[src/rtl/vint3_pkg.sv]
package vint3_pkg;

    // number of request sources; index order is also priority order
    localparam int NSRC = 3;

    localparam int SRC_EXT = 0;
    localparam int SRC_TMR = 1;
    localparam int SRC_ADC = 2;

    typedef enum logic [1:0] {
        ST_IDLE    = 2'd0,
        ST_BLOCKED = 2'd1,
        ST_CALL    = 2'd2
    } arb_state_t;

endpackage

[src/rtl/vint3_edge.sv]
module vint3_edge #(
    parameter bit FALLING    = 1'b0,
    parameter bit IDLE_LEVEL = 1'b0
) (
    input  logic clk,
    input  logic rst_n,
    input  logic din,
    output logic hit
);

    logic din_q;

    always_ff @(posedge clk) begin
        if (!rst_n) begin
            din_q <= IDLE_LEVEL;
        end else begin
            din_q <= din;
        end
    end

    generate
        if (FALLING) begin : g_fall
            assign hit = din_q & ~din;
        end else begin : g_rise
            assign hit = din & ~din_q;
        end
    endgenerate

endmodule

[src/rtl/vint3_regs.sv]
module vint3_regs #(
    parameter int DW   = 8,
    parameter int NSRC = 3
) (
    input  logic            clk,
    input  logic            rst_n,
    input  logic            we,
    input  logic [DW-1:0]   wdata,
    input  logic [NSRC-1:0] hw_set,
    input  logic            ack_valid,
    input  logic [NSRC-1:0] ack_sel,
    input  logic            reti,
    output logic            gen,
    output logic [NSRC-1:0] en,
    output logic [NSRC-1:0] flag,
    output logic [DW-1:0]   rdata
);

    localparam int EN_LSB = 1;
    localparam int FL_LSB = EN_LSB + NSRC;
    localparam int USED   = FL_LSB + NSRC;

    logic            gen_n;
    logic [NSRC-1:0] en_n;
    logic [NSRC-1:0] flag_n;

    // ordering: software write, then return rule, then acknowledge, then hardware set
    always_comb begin
        gen_n  = gen;
        en_n   = en;
        flag_n = flag;
        if (we) begin
            gen_n  = wdata[0];
            en_n   = wdata[EN_LSB +: NSRC];
            flag_n = wdata[FL_LSB +: NSRC];
        end
        if (reti) begin
            gen_n = 1'b1;
        end
        if (ack_valid) begin
            gen_n  = 1'b0;
            flag_n = flag_n & ~ack_sel;
        end
        flag_n = flag_n | hw_set;
    end

    always_ff @(posedge clk) begin
        if (!rst_n) begin
            gen  <= 1'b0;
            en   <= '0;
            flag <= '0;
        end else begin
            gen  <= gen_n;
            en   <= en_n;
            flag <= flag_n;
        end
    end

    always_comb begin
        rdata                   = '0;
        rdata[0]                = gen;
        rdata[EN_LSB +: NSRC]   = en;
        rdata[FL_LSB +: NSRC]   = flag;
    end

    initial begin
        if (USED > DW) $error("control register too narrow");
    end

endmodule

[src/rtl/vint3_arb.sv]
module vint3_arb
    import vint3_pkg::*;
#(
    parameter int DW       = 8,
    parameter int NSRC     = 3,
    parameter int VEC_BASE = 4,
    parameter int VEC_STEP = 4
) (
    input  logic            clk,
    input  logic            rst_n,
    input  logic            strobe_rise,
    input  logic            stk_full,
    input  logic            gen,
    input  logic [NSRC-1:0] en,
    input  logic [NSRC-1:0] flag,
    output logic            ack_valid,
    output logic [NSRC-1:0] ack_sel,
    output logic            call,
    output logic [DW-1:0]   vector
);

    localparam int IW = (NSRC > 1) ? $clog2(NSRC) : 1;

    arb_state_t      state, state_n;
    logic [NSRC-1:0] live;
    logic            any_live;
    logic [IW-1:0]   pick_idx;
    logic [NSRC-1:0] pick_sel;
    logic            stall;
    logic [DW-1:0]   vec_q;
    logic [DW-1:0]   vec_n;

    assign live     = en & flag;
    assign any_live = |live;

    // fixed priority: lowest index wins, so scan downwards
    always_comb begin
        pick_idx = '0;
        pick_sel = '0;
        for (int i = NSRC - 1; i >= 0; i--) begin
            if (live[i]) begin
                pick_idx = IW'(i);
                pick_sel = NSRC'(1) << i;
            end
        end
    end

    assign vec_n = DW'(VEC_BASE + int'(pick_idx) * VEC_STEP);

    assign stall     = gen & any_live & stk_full;
    assign ack_valid = strobe_rise & gen & any_live & ~stk_full & (state != ST_CALL);
    assign ack_sel   = ack_valid ? pick_sel : '0;

    always_comb begin
        state_n = state;
        unique case (state)
            ST_IDLE: begin
                if (ack_valid)  state_n = ST_CALL;
                else if (stall) state_n = ST_BLOCKED;
            end
            ST_BLOCKED: begin
                if (ack_valid)   state_n = ST_CALL;
                else if (!stall) state_n = ST_IDLE;
            end
            ST_CALL: begin
                state_n = ST_IDLE;
            end
            default: state_n = ST_IDLE;
        endcase
    end

    // state register
    always_ff @(posedge clk) begin
        if (!rst_n) begin
            state <= ST_IDLE;
            vec_q <= '0;
        end else begin
            state <= state_n;
            if (ack_valid) vec_q <= vec_n;
        end
    end

    // outputs
    always_comb begin
        call   = (state == ST_CALL);
        vector = vec_q;
    end

endmodule

[src/rtl/vint3_top.sv]
module vint3_top
    import vint3_pkg::*;
#(
    parameter int DW       = 8,
    parameter int VEC_BASE = 4,
    parameter int VEC_STEP = 4
) (
    input  logic          clk,
    input  logic          rst_n,
    input  logic          reg_we,
    input  logic [DW-1:0] reg_wdata,
    output logic [DW-1:0] reg_rdata,
    input  logic          ext_pin,
    input  logic          tmr_ovf,
    input  logic          adc_eoc,
    input  logic          stk_full,
    input  logic          smp_strobe,
    input  logic          ret_valid,
    input  logic          ret_is_reti,
    output logic          irq_call,
    output logic [DW-1:0] irq_vector,
    output logic          wake
);

    logic            ext_fall;
    logic            strobe_rise;
    logic [NSRC-1:0] hw_set;
    logic            ack_valid;
    logic [NSRC-1:0] ack_sel;
    logic            gen;
    logic [NSRC-1:0] en;
    logic [NSRC-1:0] flag;

    vint3_edge #(.FALLING(1'b1), .IDLE_LEVEL(1'b1)) u_pin_edge (
        .clk   (clk),
        .rst_n (rst_n),
        .din   (ext_pin),
        .hit   (ext_fall)
    );

    vint3_edge #(.FALLING(1'b0), .IDLE_LEVEL(1'b0)) u_strobe_edge (
        .clk   (clk),
        .rst_n (rst_n),
        .din   (smp_strobe),
        .hit   (strobe_rise)
    );

    always_comb begin
        hw_set          = '0;
        hw_set[SRC_EXT] = ext_fall;
        hw_set[SRC_TMR] = tmr_ovf;
        hw_set[SRC_ADC] = adc_eoc;
    end

    vint3_regs #(.DW(DW), .NSRC(NSRC)) u_regs (
        .clk       (clk),
        .rst_n     (rst_n),
        .we        (reg_we),
        .wdata     (reg_wdata),
        .hw_set    (hw_set),
        .ack_valid (ack_valid),
        .ack_sel   (ack_sel),
        .reti      (ret_valid & ret_is_reti),
        .gen       (gen),
        .en        (en),
        .flag      (flag),
        .rdata     (reg_rdata)
    );

    vint3_arb #(.DW(DW), .NSRC(NSRC), .VEC_BASE(VEC_BASE), .VEC_STEP(VEC_STEP)) u_arb (
        .clk         (clk),
        .rst_n       (rst_n),
        .strobe_rise (strobe_rise),
        .stk_full    (stk_full),
        .gen         (gen),
        .en          (en),
        .flag        (flag),
        .ack_valid   (ack_valid),
        .ack_sel     (ack_sel),
        .call        (irq_call),
        .vector      (irq_vector)
    );

    assign wake = |flag;

endmodule

[config.mk]
export PLATFORM = sky130hd
export DESIGN_NAME = vint3_top
export DESIGN_NICKNAME = d
export VERILOG_FILES = /design/src/rtl/vint3_pkg.sv /design/src/rtl/vint3_edge.sv /design/src/rtl/vint3_regs.sv /design/src/rtl/vint3_arb.sv /design/src/rtl/vint3_top.sv
export SDC_FILE = /design/constraint.sdc
export NUM_CORES = 1
export LEC_CHECK = 0
export BUFFER_PORTS_ARGS = -buffer_cell sky130_fd_sc_hd__buf_2
export CAP_MARGIN = 40
export CORE_MARGIN = 2
export CORE_UTILIZATION = 49
export CTS_BUF_LIST = sky130_fd_sc_hd__clkbuf_8
export DETAILED_ROUTE_END_ITERATION = 8
export PLACE_DENSITY = 0.86
export RECOVER_POWER = 100
export SLEW_MARGIN = 20
export SYNTH_ARGS = -nofsm -noshare
export SYNTH_HDL_FRONTEND = slang
export SYNTH_SLANG_ARGS = --single-unit
[constraint.sdc]
create_clock -name clk -period 2.17 [get_ports clk]
set_input_delay 0.1085 -clock clk [delete_from_list [all_inputs] [get_ports clk]]
set_output_delay 0.1085 -clock clk [all_outputs]
set_load 0.02 [all_outputs]
Yosys cells after proc, flatten, opt, wreduce, memory -nomap -nowiden
Cells that the tools add are included.
{"block": "totals", "ff_bits": 19, "elab_cells": 52, "in_bits": 18, "out_inout_bits": 18}
{"block": "op_classes", "add_sub_neg": 1, "eq_ne": 5, "bitwise": 17, "n_reduce_logical": 6, "n_mux": 16}
{"op": "3-bit two-way mux", "n": 6}
{"op": "2-bit two-way mux", "n": 7}
{"op": "1-bit AND", "n": 9}
{"op": "3-bit AND", "n": 2}
{"op": "3-bit OR reduction", "n": 2}
{"op": "3-bit by 4-bit adder with 5-bit output (first input constant)", "n": 1}
{"op": "1-bit inverter", "n": 4}
{"op": "2-bit case mux with 2 select lines", "n": 1}
{"op": "3-bit by 1-bit inequality test with 1-bit output (second input constant)", "n": 1}
{"op": "3-bit by 2-bit inequality test with 1-bit output (second input constant)", "n": 1}
{"op": "3-bit inverter", "n": 1}
{"op": "3-bit bitwise OR", "n": 1}
{"op": "2-bit by 1-bit == test with 1-bit output (second input constant)", "n": 1}
{"op": "2-bit == test (second input constant)", "n": 1}
{"op": "2-bit zero test", "n": 1}
{"op": "1-bit two-way mux", "n": 2}
{"op": "2-bit inequality test (second input constant)", "n": 1}
{"op": "2-bit AND reduction", "n": 1}
{"op": "2-bit nonzero test", "n": 1}
{"op": "2-bit OR reduction", "n": 1}

Logic depth before layout (Yosys ltp)
{"block": "logic_depth", "depth_word": 11, "mapped_depth": 5, "mapped_depth_nobuf": 5}

Modules after synthesis
A second synthesis with hierarchy kept.
{"block": "hier_totals", "cells_unflattened": 79, "hier_area_um2": 770.7}
{"mod": "vint3_regs", "area_per_inst_um2": 379.1, "seq_area_each_um2": 140.1, "n_inst": 1, "cells_per_inst": 36}
{"mod": "vint3_arb", "area_per_inst_um2": 306.5, "seq_area_each_um2": 100.1, "n_inst": 1, "cells_per_inst": 35}
{"mod": "vint3_edge (u_strobe_edge)", "area_per_inst_um2": 40.0, "seq_area_each_um2": 20.0, "n_inst": 1, "cells_per_inst": 3}
{"mod": "vint3_edge (u_pin_edge)", "area_per_inst_um2": 32.5, "seq_area_each_um2": 20.0, "n_inst": 1, "cells_per_inst": 3}
{"mod": "vint3_top", "area_per_inst_um2": 12.5, "seq_area_each_um2": 0.0, "n_inst": 1, "cells_per_inst": 2}

Least setup slack after synthesis
No wires, ideal clock.
{"block": "synth_path", "path_type": "reg2reg", "start": "register u_regs.flag[1]", "end": "register u_arb.vec_q[3], in the netlist u_arb.vector[3]", "period_less_slack_ns": 1.337, "setup_time_ns": 0.129, "arrival_ns": 1.208, "n_path_buf": 0, "stages_incl_launch_ff": 4, "t_required_ns": 2.041, "setup_slack_ns": 0.833, "path_cell_list": "dfxtp_1 > a222oi_1 > nor3_2 > mux2i_1"}
{"block": "synth_between", "elab_chain_len": 5, "word_cells_on_any_way": 8, "classes_between": "1 x add/sub; 2 x mux; 4 x bitwise; 1 x reduce/logical"}
{"item": "start, declared", "line_no": "vint3_regs.sv:15", "source": "output logic [NSRC-1:0] flag,"}
{"item": "start signal, assigned", "line_no": "vint3_regs.sv:55", "source": "flag <= flag_n;"}
{"item": "3-bit AND (*)", "line_no": "vint3_arb.sv:33", "source": "assign live = en & flag;"}
{"item": "parallel branches: the longest is 4 deep, another holds 3-bit by 4-bit adder with 5-bit output"}
{"item": "end signal, assigned", "line_no": "vint3_arb.sv:79", "source": "if (ack_valid) vec_q <= vec_n;"}
{"item": "end, declared", "line_no": "vint3_arb.sv:30", "source": "logic [DW-1:0] vec_q;"}
Every way passes the cells marked *.
A chain may end at the register's enable or synchronous reset.

Worst setup path in the final report
Same ends and word-level chain as after synthesis.

==> results.txt <==
----------------------------------------------------
[STA]
  Worst slew slack as a fraction of its limit ... 58.4%
  Clock period minus worst slack ... 1440 ps
  Setup Total Neg Slack ... 0 ps
  Final setup vio count ... 0
  Final worst path period share ... 66.4%
  Fmax ... 694 MHz
  Count of pins over their slew limit ... 0
  Hold Violations, Final ... 0
  Max Clock Skew ... 1.05 ps
  Setup repair after global routing missed its margin ... no
  Worst hold slack after final layout ... 58.4 ps
  Slew at the pin closest to its max-slew limit ... 624 ps

[Hold path]
  Source of the worst hold timing path ... ext_pin
  Worst min-delay path endpoint ... u_pin_edge.din_q
  Worst hold path cell count ... 2
  Kind of path behind the tightest hold check ... input port to register

[Floorplan]
  Die footprint ... 0.00171 mm²
  Die W ... 41.3 µm
  I/O pins ... 36
  Number of placement rows ... 13
  Area of the core ... 0.00130 mm²
  Die height ... 41.3 µm
  Initial Utilization ... 52.4%

[Synthesis]
  Leading post-synthesis cells by cell area ... dfxtp_1 (41%), buf_4 (7.7%), mux2i_1 (7.3%)
  Dominant combinational cell family by area after synthesis ... simple AND/OR/NAND/NOR gates
  Mux contribution to synthesized area ... 12.3%
  Number of flops mapped to enable cells by yosys ... 0
  Most used flip-flop cell after synthesis ... dfxtp_1
  Flop and latch count out of synthesis ... 14
  Share of synthesized area occupied by flip-flops and latches ... 41.1%
  Number of standard cells after synthesis ... 71
  Largest area contributor in the netlist ... dfxtp_1
  Post-synthesis compound-gate area fraction ... 8.44%
  Avg Cell Area, Syn ... 9.60 µm²
  Synthesis Warnings ... 0
  Share of the synthesized area in the top cell type ... 41.1%
  Cell area after synthesis ... 682 µm²
  Library cells used by synthesis ... 29
  Share of async-settable or async-resettable flops after synthesis ... 0%
  XOR/XNOR Fraction of Synth Area ... 0%
  Synth Area in Adders ... 1.83%
  Share of synthesized cell area in and, or, nand and nor gates ... 25.7%

[Power]
  Worst-case vdd ir drop ... 0.000535 V
  Clock power frac ... 40.0%
  Switching power as a share of total power ... 24.7%
  Switching pwr ... 153 µW
  Leakage ... 0.000353 µW
  Proportion of power drawn by combinational gates ... 14.3%
  Power per cell area ... 742 mW/mm²
  Internal power consumption ... 465 µW
  Relative contribution of sequential cells to total power ... 45.7%

[Clocking]
  Setup fix buffers added after clock tree synthesis ... 0
  Clock network latency to the later pin of the worst-skew pair ... 240 ps
  Master cell of the clock root buffer ... clkbuf_8
  Number of buffers inserted during clock tree synthesis ... 3
  CTS Buffer Depth ... 2
  Resize count post-CTS ... 0
  Clk pin slew, worst setup/hold paths ... 60 ps
  CTS tree ... yes
  Number of clock sinks ... 14
  Count of hold buffers inserted by post-cts repair ... 0
  Level count of the clock H-tree ... 1

[Place]
  Post-DP Area ... 798 µm²
  Input/output buffers ... 28
  DP HPWL ... 1070 µm
  Weighted congestion reported at the end of routability-driven placement ... 0.744
  Cell count after placement ... 110

[GRT]
  Global-route wire length before repair ... 2040 µm
  Number of global-route vias before repair ... 482
  All-Layer GR Usage ... 18.4%
  Maximum number of pins on one net before global-route repair ... 19
  Global route overflow ... 0
  Initial antenna violation count ... 0

[Setup path]
  Largest stage delay, worst path ... 590 ps
  Reg2reg path depth ... 3
  Worst path required time ... 2280 ps
  Terminus of the critical flop-to-flop path ... u_arb.vector[3]
  CP Max Fanout ... 5
  Arrival time of the worst setup path ... 1550 ps
  Worst path cell trace ... a222oi_1, nor3_1, mux2i_1
  Setup Crit Path Kind ... register to register
  Library cell contributing the largest single delay on the critical path ... a222oi_1
  Internal reg-to-reg setup slack ... 730 ps
  Worst setup EP type ... register
  Type of element launching the critical path ... register
  Critical path launch point ... u_regs.flag[1]
  FF-to-FF Start ... u_regs.flag[1]

[Detailed routing]
  Number of search-and-repair iterations in the first detailed-routing pass ... 4
  Final wirelength ... 1420 µm
  Detailed Route Iter0 Violations ... 12
  Via count ... 603
  Antenna-violating nets left ... 0
  DRC violation count after routing ... 0
  Mean number of vias per cell ... 5.29
  Wire length per cell after detailed routing ... 12.4 µm

[Final layout]
  Non-Filler Cell Area, Final ... 832 µm²
  Fill cells ... 114
  Nets@finish ... 119
  Count of placed standard cells in the final layout, fillers left out ... 114
  Share of final-layout standard cells stronger than drive strength 1 ... 20.2%
  ANT cells ... 0
  Top library cells by usage in the layout, fill and taps aside ... buf_2 (15), dfxtp_1 (14), clkbuf_1 (13)
  Synth-to-Final Area Change ... 22.0%
  Most frequent standard cell in the layout excluding fill and tap cells ... buf_2
  Fin util ... 63.9%

[Flow run]
  Max-cap check violation count ... 0

[Run status]
  Run status ... finished, final reports clean

----------------------------------------------------
==> per-stage QoR <==
step | power, µW | setup WS, ps
2_1_floorplan | 355 | 833
3_3_place_gp | 376 | 811
3_5_place_dp | 379 | 752
4_1_cts | 626 | 742
5_1_grt | 647 | 578
6_report | 617 | 730
==> worst max-delay path: cells and delay by family (launching register included) <==
family | cells | cell delay (ps)
compound gates | 1 | 590
flops | 1 | 340
mux | 1 | 160
simple gates | 1 | 220
==> worst max path at each step <==
stage | end | slack, ps
final | u_arb.vector[3] | 730
after detailed placement | u_arb.vector[3] | 750
after floorplan | u_arb.vector[3] | 830
after CTS | u_arb.vector[3] | 740
after global routing | u_arb.vector[3] | 580
after global placement | u_arb.vector[3] | 810
==> power by group through the flow <==
stage	Combinational (µW)	Sequential, µW	Clock, µW
global placement	90.2	286	0
CTS	92.9	282	252
finish	88.0	282	247
floorplan	59.9	295	0
detailed placement	92.5	287	0
global route	97.9	283	266
==> per-layer routing <==
metal  up-vias  global-route usage, %  wire length [µm]
met2        25                   30.9               712
met5         -                      0                 0
met3         0                   4.79                99
met1       284                   22.3               606
li1        294                      -                 -
met4         0                   7.26                 0
==> state kept, by name (all words and copies together), names as in the netlist <==
name                 flops
u_regs.flag              3
u_regs.en                3
u_pin_edge.din_q         1
u_regs.gen               1
u_strobe_edge.din_q      1
u_arb.vector             3
u_arb.state              2
==> cell usage after synthesis, types with 2 or more instances <==
cell and count:
o21ai_1 2, nand2_1 10, buf_4 7, nor4b_1 3
mux2i_1 5, mux2_1 3, nor2b_1 5, inv_1 2
dfxtp_1 14
==> logic make-up after synthesis <==
group / count (synthesis)
AO/OA/AOI/OAI: 8
adder cells (fa/ha/maj): 1
buffers and inverters: 11
flip-flops: 14
multiplexers: 8
other: 1
AND/OR/NAND/NOR: 28
==> cell type report <==
class,count,area [µm²],area share [%]
Tap cell,15,18.8,2.26
Inverter,2,7.51,0.902
Multi-Input combinational cell,51,347,41.7
Clock buffer,4,55.1,6.62
Timing Repair Buffer,28,124,14.9
Sequential cell,14,280,33.7
Power figures use the tool's default switching activity.
